===== src/rtl/cmd_hdr_pkg.sv =====
package cmd_hdr_pkg;

   localparam int MODE_W = 3;

   localparam logic [MODE_W-1:0] MODE_INC_LEGACY  = 3'd0;
   localparam logic [MODE_W-1:0] MODE_INC         = 3'd1;
   localparam logic [MODE_W-1:0] MODE_HOLD_LEGACY = 3'd2;
   localparam logic [MODE_W-1:0] MODE_HOLD        = 3'd3;
   localparam logic [MODE_W-1:0] MODE_IMM         = 3'd4;
   localparam logic [MODE_W-1:0] MODE_ONCE        = 3'd5;

   // how the method address moves between arguments of one burst
   typedef enum logic [1:0] {
      STEP_INC  = 2'd0,
      STEP_HOLD = 2'd1,
      STEP_ONCE = 2'd2
   } step_e;

   // what a header asks the parser to do
   typedef enum logic [1:0] {
      ACT_NONE  = 2'd0,
      ACT_BURST = 2'd1,
      ACT_IMM   = 2'd2,
      ACT_BAD   = 2'd3
   } act_e;

   typedef struct packed {
      act_e  kind;
      step_e step;
   } hdr_plan_t;

   function automatic hdr_plan_t classify(input logic [MODE_W-1:0] mode,
                                          input logic cnt_zero);
      hdr_plan_t p;
      p.kind = ACT_BAD;
      p.step = STEP_INC;
      case (mode)
         MODE_INC_LEGACY, MODE_INC: begin
            p.kind = cnt_zero ? ACT_NONE : ACT_BURST;
            p.step = STEP_INC;
         end
         MODE_HOLD_LEGACY, MODE_HOLD: begin
            p.kind = cnt_zero ? ACT_NONE : ACT_BURST;
            p.step = STEP_HOLD;
         end
         MODE_IMM: begin
            p.kind = ACT_IMM;
         end
         MODE_ONCE: begin
            p.kind = cnt_zero ? ACT_BAD : ACT_BURST;
            p.step = STEP_ONCE;
         end
         default: begin
            p.kind = ACT_BAD;
         end
      endcase
      return p;
   endfunction

endpackage


===== src/rtl/cmd_hdr_split.sv =====
module cmd_hdr_split #(
   parameter int WORD_W  = 32,
   parameter int METH_W  = 13,
   parameter int SUBCH_W = 3,
   parameter int CNT_W   = 13
) (
   input  logic [WORD_W-1:0]               word,
   output logic [METH_W-1:0]               meth,
   output logic [SUBCH_W-1:0]              subch,
   output logic [CNT_W-1:0]                cnt,
   output logic [cmd_hdr_pkg::MODE_W-1:0]  mode,
   output logic                            cnt_zero
);
   localparam int SUBCH_LSB = METH_W;
   localparam int CNT_LSB   = SUBCH_LSB + SUBCH_W;
   localparam int MODE_LSB  = CNT_LSB + CNT_W;
   localparam int USED_W    = MODE_LSB + cmd_hdr_pkg::MODE_W;

   if (USED_W != WORD_W) begin : g_bad_layout
      $error("header fields do not fill the command word exactly");
   end
   if (METH_W < 2 || CNT_W < 1 || SUBCH_W < 1) begin : g_bad_width
      $error("header field widths too small");
   end

   assign meth     = word[SUBCH_LSB-1:0];
   assign subch    = word[CNT_LSB-1:SUBCH_LSB];
   assign cnt      = word[MODE_LSB-1:CNT_LSB];
   assign mode     = word[WORD_W-1:MODE_LSB];
   assign cnt_zero = (cnt == '0);

endmodule


===== src/rtl/cmd_meth_seq.sv =====
module cmd_meth_seq
   import cmd_hdr_pkg::*;
#(
   parameter int METH_W  = 13,
   parameter int SUBCH_W = 3,
   parameter int CNT_W   = 13
) (
   input  logic               clk,
   input  logic               rst,
   input  logic               hdr_load,
   input  logic [METH_W-1:0]  hdr_meth,
   input  logic [SUBCH_W-1:0] hdr_subch,
   input  logic [CNT_W-1:0]   hdr_cnt,
   input  step_e              hdr_step,
   input  logic               arg_take,
   output logic               busy,
   output logic [METH_W-1:0]  cur_meth,
   output logic [SUBCH_W-1:0] cur_subch
);
   localparam logic [METH_W-1:0] METH_ONE = METH_W'(1);
   localparam logic [CNT_W-1:0]  CNT_ONE  = CNT_W'(1);

   logic [CNT_W-1:0]  rem_q;
   logic [METH_W-1:0] base_q;
   step_e             step_q;
   logic              last_arg;

   assign last_arg = (rem_q == CNT_ONE);

   always_ff @(posedge clk) begin
      if (rst) begin
         busy      <= 1'b0;
         rem_q     <= '0;
         cur_meth  <= '0;
         base_q    <= '0;
         cur_subch <= '0;
         step_q    <= STEP_INC;
      end else if (hdr_load) begin
         busy      <= 1'b1;
         rem_q     <= hdr_cnt;
         cur_meth  <= hdr_meth;
         base_q    <= hdr_meth;
         cur_subch <= hdr_subch;
         step_q    <= hdr_step;
      end else if (arg_take) begin
         rem_q <= rem_q - CNT_ONE;
         if (last_arg) busy <= 1'b0;
         case (step_q)
            STEP_INC:  cur_meth <= cur_meth + METH_ONE;
            STEP_ONCE: cur_meth <= base_q + METH_ONE;
            default:   cur_meth <= cur_meth;
         endcase
      end
   end


   inc_step_chk: assert property (@(posedge clk) disable iff (rst)
      (arg_take && step_q == STEP_INC) |=> (cur_meth == $past(cur_meth) + METH_ONE));


   hold_step_chk: assert property (@(posedge clk) disable iff (rst)
      (arg_take && step_q == STEP_HOLD) |=> $stable(cur_meth));


   once_step_chk: assert property (@(posedge clk) disable iff (rst)
      (arg_take && step_q == STEP_ONCE) |=> (cur_meth == base_q + METH_ONE));


   rem_dec_chk: assert property (@(posedge clk) disable iff (rst)
      (arg_take && !last_arg) |=> (busy && rem_q == $past(rem_q) - CNT_ONE));


   burst_end_chk: assert property (@(posedge clk) disable iff (rst)
      (arg_take && last_arg) |=> !busy);

endmodule


===== src/rtl/cmd_wr_slot.sv =====
module cmd_wr_slot #(
   parameter int WORD_W  = 32,
   parameter int METH_W  = 13,
   parameter int SUBCH_W = 3
) (
   input  logic               clk,
   input  logic               rst,
   input  logic               load,
   input  logic [METH_W-1:0]  ld_meth,
   input  logic [SUBCH_W-1:0] ld_subch,
   input  logic [WORD_W-1:0]  ld_value,
   input  logic               out_ready,
   output logic               out_valid,
   output logic [METH_W-1:0]  out_method,
   output logic [SUBCH_W-1:0] out_subch,
   output logic [WORD_W-1:0]  out_value,
   output logic               free
);
   assign free = !out_valid || out_ready;

   always_ff @(posedge clk) begin
      if (rst) begin
         out_valid <= 1'b0;
      end else if (load) begin
         out_valid <= 1'b1;
      end else if (out_ready) begin
         out_valid <= 1'b0;
      end
   end

   always_ff @(posedge clk) begin
      if (rst) begin
         out_method <= '0;
         out_subch  <= '0;
         out_value  <= '0;
      end else if (load) begin
         out_method <= ld_meth;
         out_subch  <= ld_subch;
         out_value  <= ld_value;
      end
   end


   hold_stable_chk: assert property (@(posedge clk) disable iff (rst)
      (out_valid && !out_ready) |=>
         (out_valid && $stable(out_method) && $stable(out_subch) && $stable(out_value)));

endmodule


===== src/rtl/cmd_hdr_decoder.sv =====
module cmd_hdr_decoder
   import cmd_hdr_pkg::*;
#(
   parameter int WORD_W  = 32,
   parameter int METH_W  = 13,
   parameter int SUBCH_W = 3,
   parameter int CNT_W   = 13
) (
   input  logic               clk,
   input  logic               rst,
   input  logic               in_valid,
   output logic               in_ready,
   input  logic [WORD_W-1:0]  in_word,
   output logic               out_valid,
   input  logic               out_ready,
   output logic [METH_W-1:0]  out_method,
   output logic [SUBCH_W-1:0] out_subch,
   output logic [WORD_W-1:0]  out_value,
   output logic               err
);
   logic [METH_W-1:0]  h_meth;
   logic [SUBCH_W-1:0] h_subch;
   logic [CNT_W-1:0]   h_cnt;
   logic [MODE_W-1:0]  h_mode;
   logic               h_cnt_zero;
   hdr_plan_t          plan;
   logic [WORD_W-1:0]  imm_ext;

   logic               busy;
   logic [METH_W-1:0]  cur_meth;
   logic [SUBCH_W-1:0] cur_subch;

   logic accept, hdr_take, arg_take, hdr_load, imm_emit, slot_load, slot_free;
   logic [METH_W-1:0]  ld_meth;
   logic [SUBCH_W-1:0] ld_subch;
   logic [WORD_W-1:0]  ld_value;

   cmd_hdr_split #(
      .WORD_W(WORD_W), .METH_W(METH_W), .SUBCH_W(SUBCH_W), .CNT_W(CNT_W)
   ) u_split (
      .word(in_word), .meth(h_meth), .subch(h_subch), .cnt(h_cnt),
      .mode(h_mode), .cnt_zero(h_cnt_zero)
   );

   if (WORD_W > CNT_W) begin : g_imm_pad
      assign imm_ext = {{(WORD_W-CNT_W){1'b0}}, h_cnt};
   end else begin : g_imm_fit
      assign imm_ext = h_cnt[WORD_W-1:0];
   end

   assign plan      = classify(h_mode, h_cnt_zero);
   assign in_ready  = slot_free;
   assign accept    = in_valid && in_ready;
   assign hdr_take  = accept && !busy;
   assign arg_take  = accept && busy;
   assign hdr_load  = hdr_take && (plan.kind == ACT_BURST);
   assign imm_emit  = hdr_take && (plan.kind == ACT_IMM);
   assign slot_load = imm_emit || arg_take;
   assign ld_meth   = busy ? cur_meth  : h_meth;
   assign ld_subch  = busy ? cur_subch : h_subch;
   assign ld_value  = busy ? in_word   : imm_ext;

   cmd_meth_seq #(
      .METH_W(METH_W), .SUBCH_W(SUBCH_W), .CNT_W(CNT_W)
   ) u_seq (
      .clk(clk), .rst(rst),
      .hdr_load(hdr_load), .hdr_meth(h_meth), .hdr_subch(h_subch),
      .hdr_cnt(h_cnt), .hdr_step(plan.step),
      .arg_take(arg_take),
      .busy(busy), .cur_meth(cur_meth), .cur_subch(cur_subch)
   );

   cmd_wr_slot #(
      .WORD_W(WORD_W), .METH_W(METH_W), .SUBCH_W(SUBCH_W)
   ) u_slot (
      .clk(clk), .rst(rst),
      .load(slot_load), .ld_meth(ld_meth), .ld_subch(ld_subch), .ld_value(ld_value),
      .out_ready(out_ready), .out_valid(out_valid),
      .out_method(out_method), .out_subch(out_subch), .out_value(out_value),
      .free(slot_free)
   );

   always_ff @(posedge clk) begin
      if (rst) err <= 1'b0;
      else     err <= hdr_take && (plan.kind == ACT_BAD);
   end


   in_stall_chk: assert property (@(posedge clk) disable iff (rst)
      (out_valid && !out_ready) |-> !in_ready);


   err_quiet_chk: assert property (@(posedge clk) disable iff (rst)
      err |-> (!out_valid && !busy));


   imm_write_chk: assert property (@(posedge clk) disable iff (rst)
      imm_emit |=> (out_valid && !busy && out_value == $past(imm_ext)
                    && out_method == $past(h_meth)));


   empty_burst_chk: assert property (@(posedge clk) disable iff (rst)
      (hdr_take && plan.kind == ACT_NONE) |=> !busy);


   reset_state_chk: assert property (@(posedge clk)
      $past(rst) |-> (!out_valid && !err && !busy));

endmodule


===== config.mk =====
export PLATFORM = sky130hd
export DESIGN_NAME = cmd_hdr_decoder
export DESIGN_NICKNAME = d
export VERILOG_FILES = /design/src/rtl/cmd_hdr_pkg.sv /design/src/rtl/cmd_hdr_split.sv /design/src/rtl/cmd_meth_seq.sv /design/src/rtl/cmd_wr_slot.sv /design/src/rtl/cmd_hdr_decoder.sv
export SDC_FILE = /design/constraint.sdc
export NUM_CORES = 1
export LEC_CHECK = 0
export ABC_AREA = 0
export BUFFER_PORTS_ARGS = -buffer_cell sky130_fd_sc_hd__buf_2
export CORE_MARGIN = 5
export CORE_UTILIZATION = 30
export CTS_CLUSTER_SIZE = 10
export DETAILED_ROUTE_END_ITERATION = 7
export PLACE_DENSITY = 0.56
export RECOVER_POWER = 25
export SETUP_SLACK_MARGIN = 0.2
export SYNTH_ARGS = -nofsm -noshare
export SYNTH_HDL_FRONTEND = slang
export SYNTH_SLANG_ARGS = --single-unit

===== constraint.sdc =====
create_clock -name clk -period 2.7 [get_ports clk]
set_clock_uncertainty 0.1 [all_clocks]
set_input_delay 0.675 -clock clk [delete_from_list [all_inputs] [get_ports clk]]
set_output_delay 0.675 -clock clk [all_outputs]
set_load 0.02 [all_outputs]

After elaboration in Yosys (flattened, before gate mapping)

Index checks and enable logic that the tools add are counted.

Bits in registers: 95
Bits in latches: 0
Bits in writable memories: 0
Bits of input ports: 36
ROM bits: 0
Output and inout port bits: 51
Word-level logic and storage cells: 62
Memories: 0

Equality and inequality tests: 10
$mul: 0
Reductions and logical operators: 21
Add/subtract/negate cells: 3
Magnitude comparators: 0
Shift operators: 0
Div/mod/pow operators: 0
Bitwise logic cells: 0
Multiplexer cells: 17

Operator list:

| kind                    | number |
|---|---|
| $mux W13                | 5 |
| $mux W32                | 1 |
| $add A13 B1 Y13 const B | 2 |
| $pmux W13 S2            | 1 |
| $eq A13 B1 Y1 const B   | 1 |
| $logic_not A13 Y1       | 1 |
| $sub A13 B1 Y13 const B | 1 |
| $eq A2 B2 Y1 const B    | 3 |
| $eq A3 B2 Y1 const B    | 2 |
| $eq A3 B3 Y1 const B    | 2 |
| $logic_and A1 B1 Y1     | 6 |
| $mux W1                 | 6 |
| $pmux W2 S3             | 1 |
| $reduce_bool A2 Y1      | 3 |
| $pmux W2 S2             | 1 |
| $reduce_and A2 Y1       | 2 |
| $reduce_or A4 Y1        | 1 |
| $eq A3 B1 Y1 const B    | 1 |
| $logic_not A3 Y1        | 1 |
| $mux W3                 | 1 |
| $reduce_bool A3 Y1      | 1 |
| $eq A2 B1 Y1 const B    | 1 |
| $logic_not A1 Y1        | 2 |
| $logic_not A2 Y1        | 1 |
| 3 further kinds         | 4 |

Logic depth before layout (Yosys ltp)

Gate-level depths: netlist of run 1.

Depth in word-level cells: 7
Depth in mapped cells: 13

By module

From an unflattened synthesis of run 1, not the netlist that was laid out.

Cell total of the unflattened synthesis: 546
Area, all modules: 5132.4 sq um

By module, submodules not included:

| module          | cells an instance | area each (sq um) | times used |
|---|---|---|---|
| cmd_meth_seq    | 284               | 2393.5            | 1 |
| cmd_wr_slot     | 159               | 1746.7            | 1 |
| cmd_hdr_decoder | 66                | 721.9             | 1 |
| cmd_hdr_split   | 37                | 270.3             | 1 |

Worst setup path before layout of run 1

OpenSTA, ideal clock, no wires.

Path kind: reg2reg
From: register u_seq.step_q[0]
To: register u_seq.cur_meth[6]
Arrival time: 2341 ps
Path slack: 139 ps
Cell stages (with the launch flop): 13
Clock period less this slack: 2561 ps
Required time: 2479 ps
Path buffers: 4
Cells stage by stage: dfxtp_1 nand2b_1 buf_6 buf_2 buf_2 nand2_1 nand2_1 ha_1 clkbuf_1 o211ai_1 or4_1 a21oi_1 o31ai_1

Longest elaborated chain between the ends: 4
Elaborated cells between the ends (all ways): 7

Ends and longest elaborated chain:

| item                                                    | RTL line           | text |
|---|---|---|
| start: declaration                                      | cmd_meth_seq.sv:25 | `step_e step_q;` |
| start signal: assignment                                | cmd_meth_seq.sv:44 | `step_q <= hdr_step;` |
| $eq A2 B2 Y1 / $logic_not A2 Y1 (equally long branches) | cmd_meth_seq.sv:48 | `case (step_q)` |
| $pmux W13 S2                                            | cmd_meth_seq.sv:48 |  |
| $mux W13                                                | cmd_meth_seq.sv:45 | `end else if (arg_take) begin` |
| $mux W13                                                | cmd_meth_seq.sv:38 | `end else if (hdr_load) begin` |
| end signal: assignment                                  | cmd_meth_seq.sv:41 | `cur_meth <= hdr_meth;` |
| end signal: assignment                                  | cmd_meth_seq.sv:49 | `STEP_INC: cur_meth <= cur_meth + METH_ONE;` |
| end signal: assignment                                  | cmd_meth_seq.sv:50 | `STEP_ONCE: cur_meth <= base_q + METH_ONE;` |
| end: declaration                                        | cmd_meth_seq.sv:17 | `output logic [METH_W-1:0] cur_meth,` |

Parallel ways exist; a longest one is shown, timed or not. The select of a mux whose other input is x is not followed.
A chain may end at the register's enable or synchronous reset.

Final worst setup path of run 1

From: register u_seq.step_q[0]
To: register u_seq.cur_meth[4]

Same word-level chain as after synthesis.

==> flow_summary_export.csv, run 1 <==
group,metric,value,unit
detailed_routing,drc,0,
sta,period_share,86.28,%
sta,period_minus_slack,2.330,ns
die,die_h,133.6,um
global_route,grt_pass1_wl,23310,um
clocking,ctsResizeCount,0,
sta,timing.hold.ws,0.3613,ns
setup_path,crit_path_frequent_cell,"a211oi_1",
layout,syn_to_final_growth,22.37,%
sta,maxSlewViolCount,0,
power,peakVddDrop,0.4173,mV
layout,final_util,37.19,%
die,start_util,30.39,%
yosys,syn-instance-count,541,
power,power,3.595,mW
yosys,seq_area_frac_synth,41.47,%
job,drv_cap,0,
yosys,ys_seq_elements,95,
layout,regArea,1906,sq um
setup_path,path_class,"flip-flop to flip-flop",
detailed_routing,wl_met2,6570,um
layout,fillers,1597,
setup_path,slowest_delay,0.36,ns
clocking,cts_setup_buffers,0,
detailed_routing,wl,14490,um
setup_path,crit_family,"compound AO/OA/AOI/OAI gates",
global_route,grt_max_degree,59,
setup_path,crit_slowest_cell,"dfxtp_2",
detailed_routing,num_vias,4405,
detailed_routing,antenna_left,0,
detailed_routing,post_drt_via_cell_ratio,5.385,
yosys,ys_warn_count,0,
yosys,ys.flop_type,"dfxtp_1",
sta,finalHoldViolCount,0,
sta,setup_tns,0,ns
sta,setup_viol,0,
yosys,syn_avg_cell_area,8.476,sq um
setup_path,endpoint_kind,"flip-flop",
place,port-buffer-count,86,
setup_path,path_cells,"and2b_1 > mux2_2 > ha_1 > buf_4 > a31o_2 > a21oi_1 > a211oi_1 > a211oi_1 > nor3_1",
power,cellPowerDensity,640.6,nW/um^2
layout,multi_input_area,2496,sq um
sta,worstMarginPinSlew,0.6358,ns
die,die_area,17860,sq um
setup_path,arrival,2.44,ns
setup_path,crit_required,2.81,ns
layout,antenna_cells,0,
detailed_routing,firstDrtPassIters,5,
sta,rsz0062_at_grt,"no",
clocking,clock-root-buffer,"clkbuf_16",
global_route,grt_usage,16.29,%
yosys,synth.distinct_cells,59,
detailed_routing,drt-initial-drc-count,293,
setup_path,crit_path_start_kind,"flip-flop",
clocking,cts.sinks,95,
place,place_area,5335,sq um
clocking,htreeDepth,3,
place,finalWeightedCongestion,0.8950,
clocking,cts-hold-fix-buffers,0,
detailed_routing,routed.top_layer,"met4",
layout,layout-drive-gt1-share,17.46,%
worst_hold_path,hold_class,"flip-flop to flip-flop",
layout,instances_no_fill,818,
place,dp_cells,802,
die,core,15090,sq um
setup_path,cp_num_buf_inv,1,
place,pre_cts_ws,0.1258,ns
layout,finalInstanceArea,5612,sq um
yosys,synth-edff-count,0,
sta,setup_ws,0.3704,ns
sta,relSlewSlack,57.61,%
global_route,antenna_found_initial,0,
place,dp_hpwl,10970,um
yosys,syn_nets,580,
clocking,cts_buffers,9,
clocking,cts_tree,"built",
run_status,status,"completed",
layout,layout_commonest_cell,"dfxtp_1",
setup_path,cp_max_fo,9,
layout,nets,664,
yosys,async_reset_ff_share,0,%
detailed_routing,route.met3.wl,872,um
die,num_io_pins,87,
layout,layout_common_cells,"dfxtp_1, nor2_1, nand2_1",
die,die_w,133.6,um
yosys,syn_area,4586,sq um
detailed_routing,wl_per_cell,17.71,um
die,rows,45,
clocking,clk_latency,0.35,ns
detailed_routing,wl_met1,6816,um
clocking,clk_pin_slew,0.07,ns
sta,fmax,429.3,MHz
global_route,gr-total-overflow,0,
power,leakage,2.065,nW
clocking,clk_path_buf_depth,2,
global_route,first_global_vias,4362,
flip-flops by register name, indices dropped and copies added (netlist names):
| signal | cells |
|---|---|
| u_seq.base_q | 13 |
| u_slot.out_subch | 3 |
| u_seq.cur_subch | 3 |
| u_seq.step_q | 2 |
| u_slot.out_value | 32 |
| u_slot.out_method | 13 |
| u_seq.busy | 1 |
| u_seq.rem_q | 13 |
| err | 1 |
| u_slot.out_valid | 1 |
| u_seq.cur_meth | 13 |
worst min-delay path: stages, from the launching register on:
cell and delay, ns:
dfxtp_1 0.31, nand2_1 0.05, a21oi_1 0.05
logic make-up (layout without fill, tap and decap cells):
kind of cell / after synthesis / in the layout / synth area share (%)
compound gates: 148 / 148 / 22.29
xor+xnor: 4 / 4 / 0.7639
fa+ha+maj: 3 / 3 / 0.8186
buf+inv: 50 / 139 / 4.557
flops: 95 / 95 / 41.47
mux: 41 / 41 / 9.140
simple gates: 200 / 200 / 20.95
cells in the mapped netlist, types with 4 or more instances:
cell type   n  area [sq um]
nand3_1    22         110.1
nand2_1    54         202.7
inv_1      10         37.54
a31oi_1     5         31.28
dfxtp_1    95          1902
clkbuf_1   28         105.1
nor3_1      8         40.04
nand4_1     4         25.02
a21oi_1    41         205.2
o31ai_1     4         30.03
a211oi_1   32         240.2
xor2_1      4         35.03
or3_1       4         25.02
nor2_1     70         262.8
buf_2      11         55.05
mux2i_1    37         370.4
nor4_1     10         62.56
a22oi_1    30         225.2
o21ai_0     9         45.04
layout make-up:
class	instances	share of cell area, %
clock buffer	11	4.504
clock inverter	5	1.093
inverter	10	0.6689
multi-input combinational	396	44.48
sequential	95	33.96
tap	188	4.192
timing repair buffer	113	11.10
per-layer routing:
layer / vias up / track usage (%)
li1: 2169 / -
met1: 2093 / 21.88
met2: 127 / 25.71
met3: 16 / 4.041
met4: 0 / 5.314
met5: - / 0
worst paths after layout:
kind | from | endpoint | slack (ns) | cells past startpoint
setup / recovery | u_seq.step_q[0] | u_seq.cur_meth[4] | 0.37 | 9
hold / removal | u_seq.base_q[12] | u_seq.base_q[12] | 0.36 | 2
setup reg to reg | u_seq.step_q[0] | u_seq.cur_meth[4] | 0.37 | 9
hold reg to reg | u_seq.base_q[12] | u_seq.base_q[12] | 0.36 | 2
power by group:
group | internal [mW] | total, mW | switching, mW
Clock | 0.777 | 1.34 | 0.567
Sequential | 1.50 | 1.58 | 0.0788
Combinational | 0.255 | 0.674 | 0.419
Note: power is estimated with default switching activity, not from simulation.
==> run 2, diff against run 1 <==
PLACE_DENSITY = not set   (was 0.56)
PLACE_DENSITY_LB_ADDON = 0.25   (was not set)
==> run 2 against run 1 <==
Against the previous run:
- worst setup slack worse by 0.0051 ns
- design area barely moved
- global-route usage is 0.41 points higher
- register-to-register slack hardly changed
- critical path type unchanged
- critical endpoint unchanged
- largest power group unchanged
- highest routed layer unchanged
==> flow_summary_export.csv, run 2 (synthesis results as in run 1) <==
group,metric,value,unit
layout,syn_to_final_growth,22.32,%
detailed_routing,num_vias,4483,
die,start_util,30.39,%
detailed_routing,drt-initial-drc-count,309,
place,finalWeightedCongestion,0.8938,
die,core,15090,sq um
worst_hold_path,hold_class,"flip-flop to flip-flop",
die,rows,45,
setup_path,cp-endpoint,"u_seq.cur_meth[4]",
place,dp_cells,800,
layout,nets,662,
detailed_routing,drc,0,
sta,period_minus_slack,2.335,ns
layout,antenna_cells,0,
die,num_io_pins,87,
setup_path,r2r_slack,0.37,ns
detailed_routing,wl,14690,um
power,cellPowerDensity,647.2,nW/um^2
sta,setup_tns,0,ns
setup_path,crit_required,2.81,ns
sta,maxSlewViolCount,0,
clocking,clk_path_buf_depth,2,
setup_path,path_cells,"and2b_1 > mux2_2 > ha_1 > buf_4 > a31o_2 > a21oi_1 > a211oi_1 > a211oi_1 > nor3_1",
clocking,cts_buffers,9,
power,leakage,2.058,nW
setup_path,arrival,2.45,ns
place,port-buffer-count,86,
sta,rsz0062_at_grt,"no",
setup_path,cp_max_fo,6,
clocking,ctsResizeCount,0,
setup_path,reg2reg_from,"u_seq.step_q[1]",
detailed_routing,antenna_left,0,
setup_path,crit_path_frequent_cell,"a211oi_1",
sta,period_share,86.47,%
layout,layout-drive-gt1-share,16.88,%
global_route,grt_max_degree,59,
setup_path,crit_path_start_kind,"flip-flop",
die,die_area,17860,sq um
setup_path,path_class,"flip-flop to flip-flop",
clocking,clk_pin_slew,0.07,ns
setup_path,reg2regPathDepth,9,
power,peakVddDrop,0.3376,mV
place,dp_hpwl,10920,um
clocking,cts_setup_buffers,0,
sta,worstMarginPinSlew,0.6651,ns
detailed_routing,post_drt_via_cell_ratio,5.494,
layout,layout_common_cells,"dfxtp_1, nor2_1, nand2_1",
global_route,gr-total-overflow,0,
setup_path,r2r-end,"u_seq.cur_meth[4]",
global_route,grt_busiest_layer,"met2",
setup_path,startpoint,"u_seq.step_q[1]",
setup_path,crit_slowest_cell,"dfxtp_1",
global_route,grt_usage,16.70,%
sta,finalHoldViolCount,0,
sta,fmax,428.3,MHz
clocking,cts.sinks,95,
die,die_h,133.6,um
die,die_w,133.6,um
global_route,grtUsageMet1,23.45,%
sta,setup_viol,0,
global_route,first_global_vias,4305,
job,drv_cap,0,
run_status,status,"completed",
setup_path,slowest_delay,0.41,ns
layout,largest_register_ffs,32,
global_route,met3_usage,4.456,%
clocking,cts_tree,"built",
global_route,antenna_found_initial,0,
clocking,cts-hold-fix-buffers,0,
layout,fillers,1555,
worst_hold_path,hp-start,"u_seq.cur_subch[1]",
setup_path,endpoint_kind,"flip-flop",
detailed_routing,wl_per_cell,18.00,um
clocking,clock-root-buffer,"clkbuf_16",
layout,layout_commonest_cell,"dfxtp_1",
sta,relSlewSlack,55.66,%
global_route,grtUsageMet2,25.08,%
sta,timing.hold.ws,0.3575,ns
clocking,clk_latency,0.35,ns
layout,instances_no_fill,816,
clocking,htreeDepth,3,
global_route,grt_pass1_wl,23690,um
layout,regMostFlops,"u_slot.out_value",
detailed_routing,firstDrtPassIters,5,
run 2: power breakdown:
group	total (mW)	internal [mW]	switching, mW	leakage, nW
logic	0.662	0.248	0.413	1.12
clock network	1.39	0.825	0.561	0.162
registers	1.58	1.50	0.0850	0.776
total	3.63	2.57	1.06	2.06
run 2: worst min path at each step:
stage | to | slack [ns] | cells past startpoint
5_1_grt | u_seq.cur_subch[2] | 0.38 | 2
6_report | u_seq.cur_subch[1] | 0.36 | 2
3_5_place_dp | u_seq.cur_subch[1] | 0.35 | 2
2_1_floorplan | u_seq.base_q[10] | 0.34 | 2
3_3_place_gp | u_seq.cur_subch[2] | 0.34 | 2
4_1_cts | u_seq.cur_subch[1] | 0.36 | 2
run 2: worst max-delay path: cells and delay by family, from the launching register on:
kind | cells | cell delay, ns
and+or+nand+nor | 2 | 0.25
AOI/OAI and AO/OA | 4 | 0.67
buffers and inverters | 1 | 0.18
adders and majority gates | 1 | 0.25
muxes | 1 | 0.35
DFF | 1 | 0.41
run 2: routing by layer:
metal	vias up	part of all wire [%]
met2	152	45
li1	2174	-
met3	15	5.9
met1	2142	48
met5	-	0
met4	0	1.3
run 2: layout make-up:
type                            instances  area, sq um  area share [%]
Clock buffer                           13        280.3           4.997
Clock inverter                          3        47.55          0.8476
Inverter                               10        37.54          0.6692
Multi-Input combinational cell        396         2495           44.48
Sequential cell                        95         1903           33.93
Tap cell                              188        235.2           4.194
Timing Repair Buffer                  111        610.6           10.89
run 2: through the flow:
stage | instance area, sq um | total power, mW | utilization, % | setup slack (ns)
floorplan | 4587 | 2.028 | - | 0.2445
global placement | 5320 | 2.268 | 35.26 | 0.2147
detailed placement | 5320 | 2.282 | 35.26 | 0.1935
CTS | 5648 | 3.671 | 37.43 | 0.3661
global route | 5609 | 3.801 | 37.17 | 0.2212
finish | 5609 | 3.630 | 37.17 | 0.3653
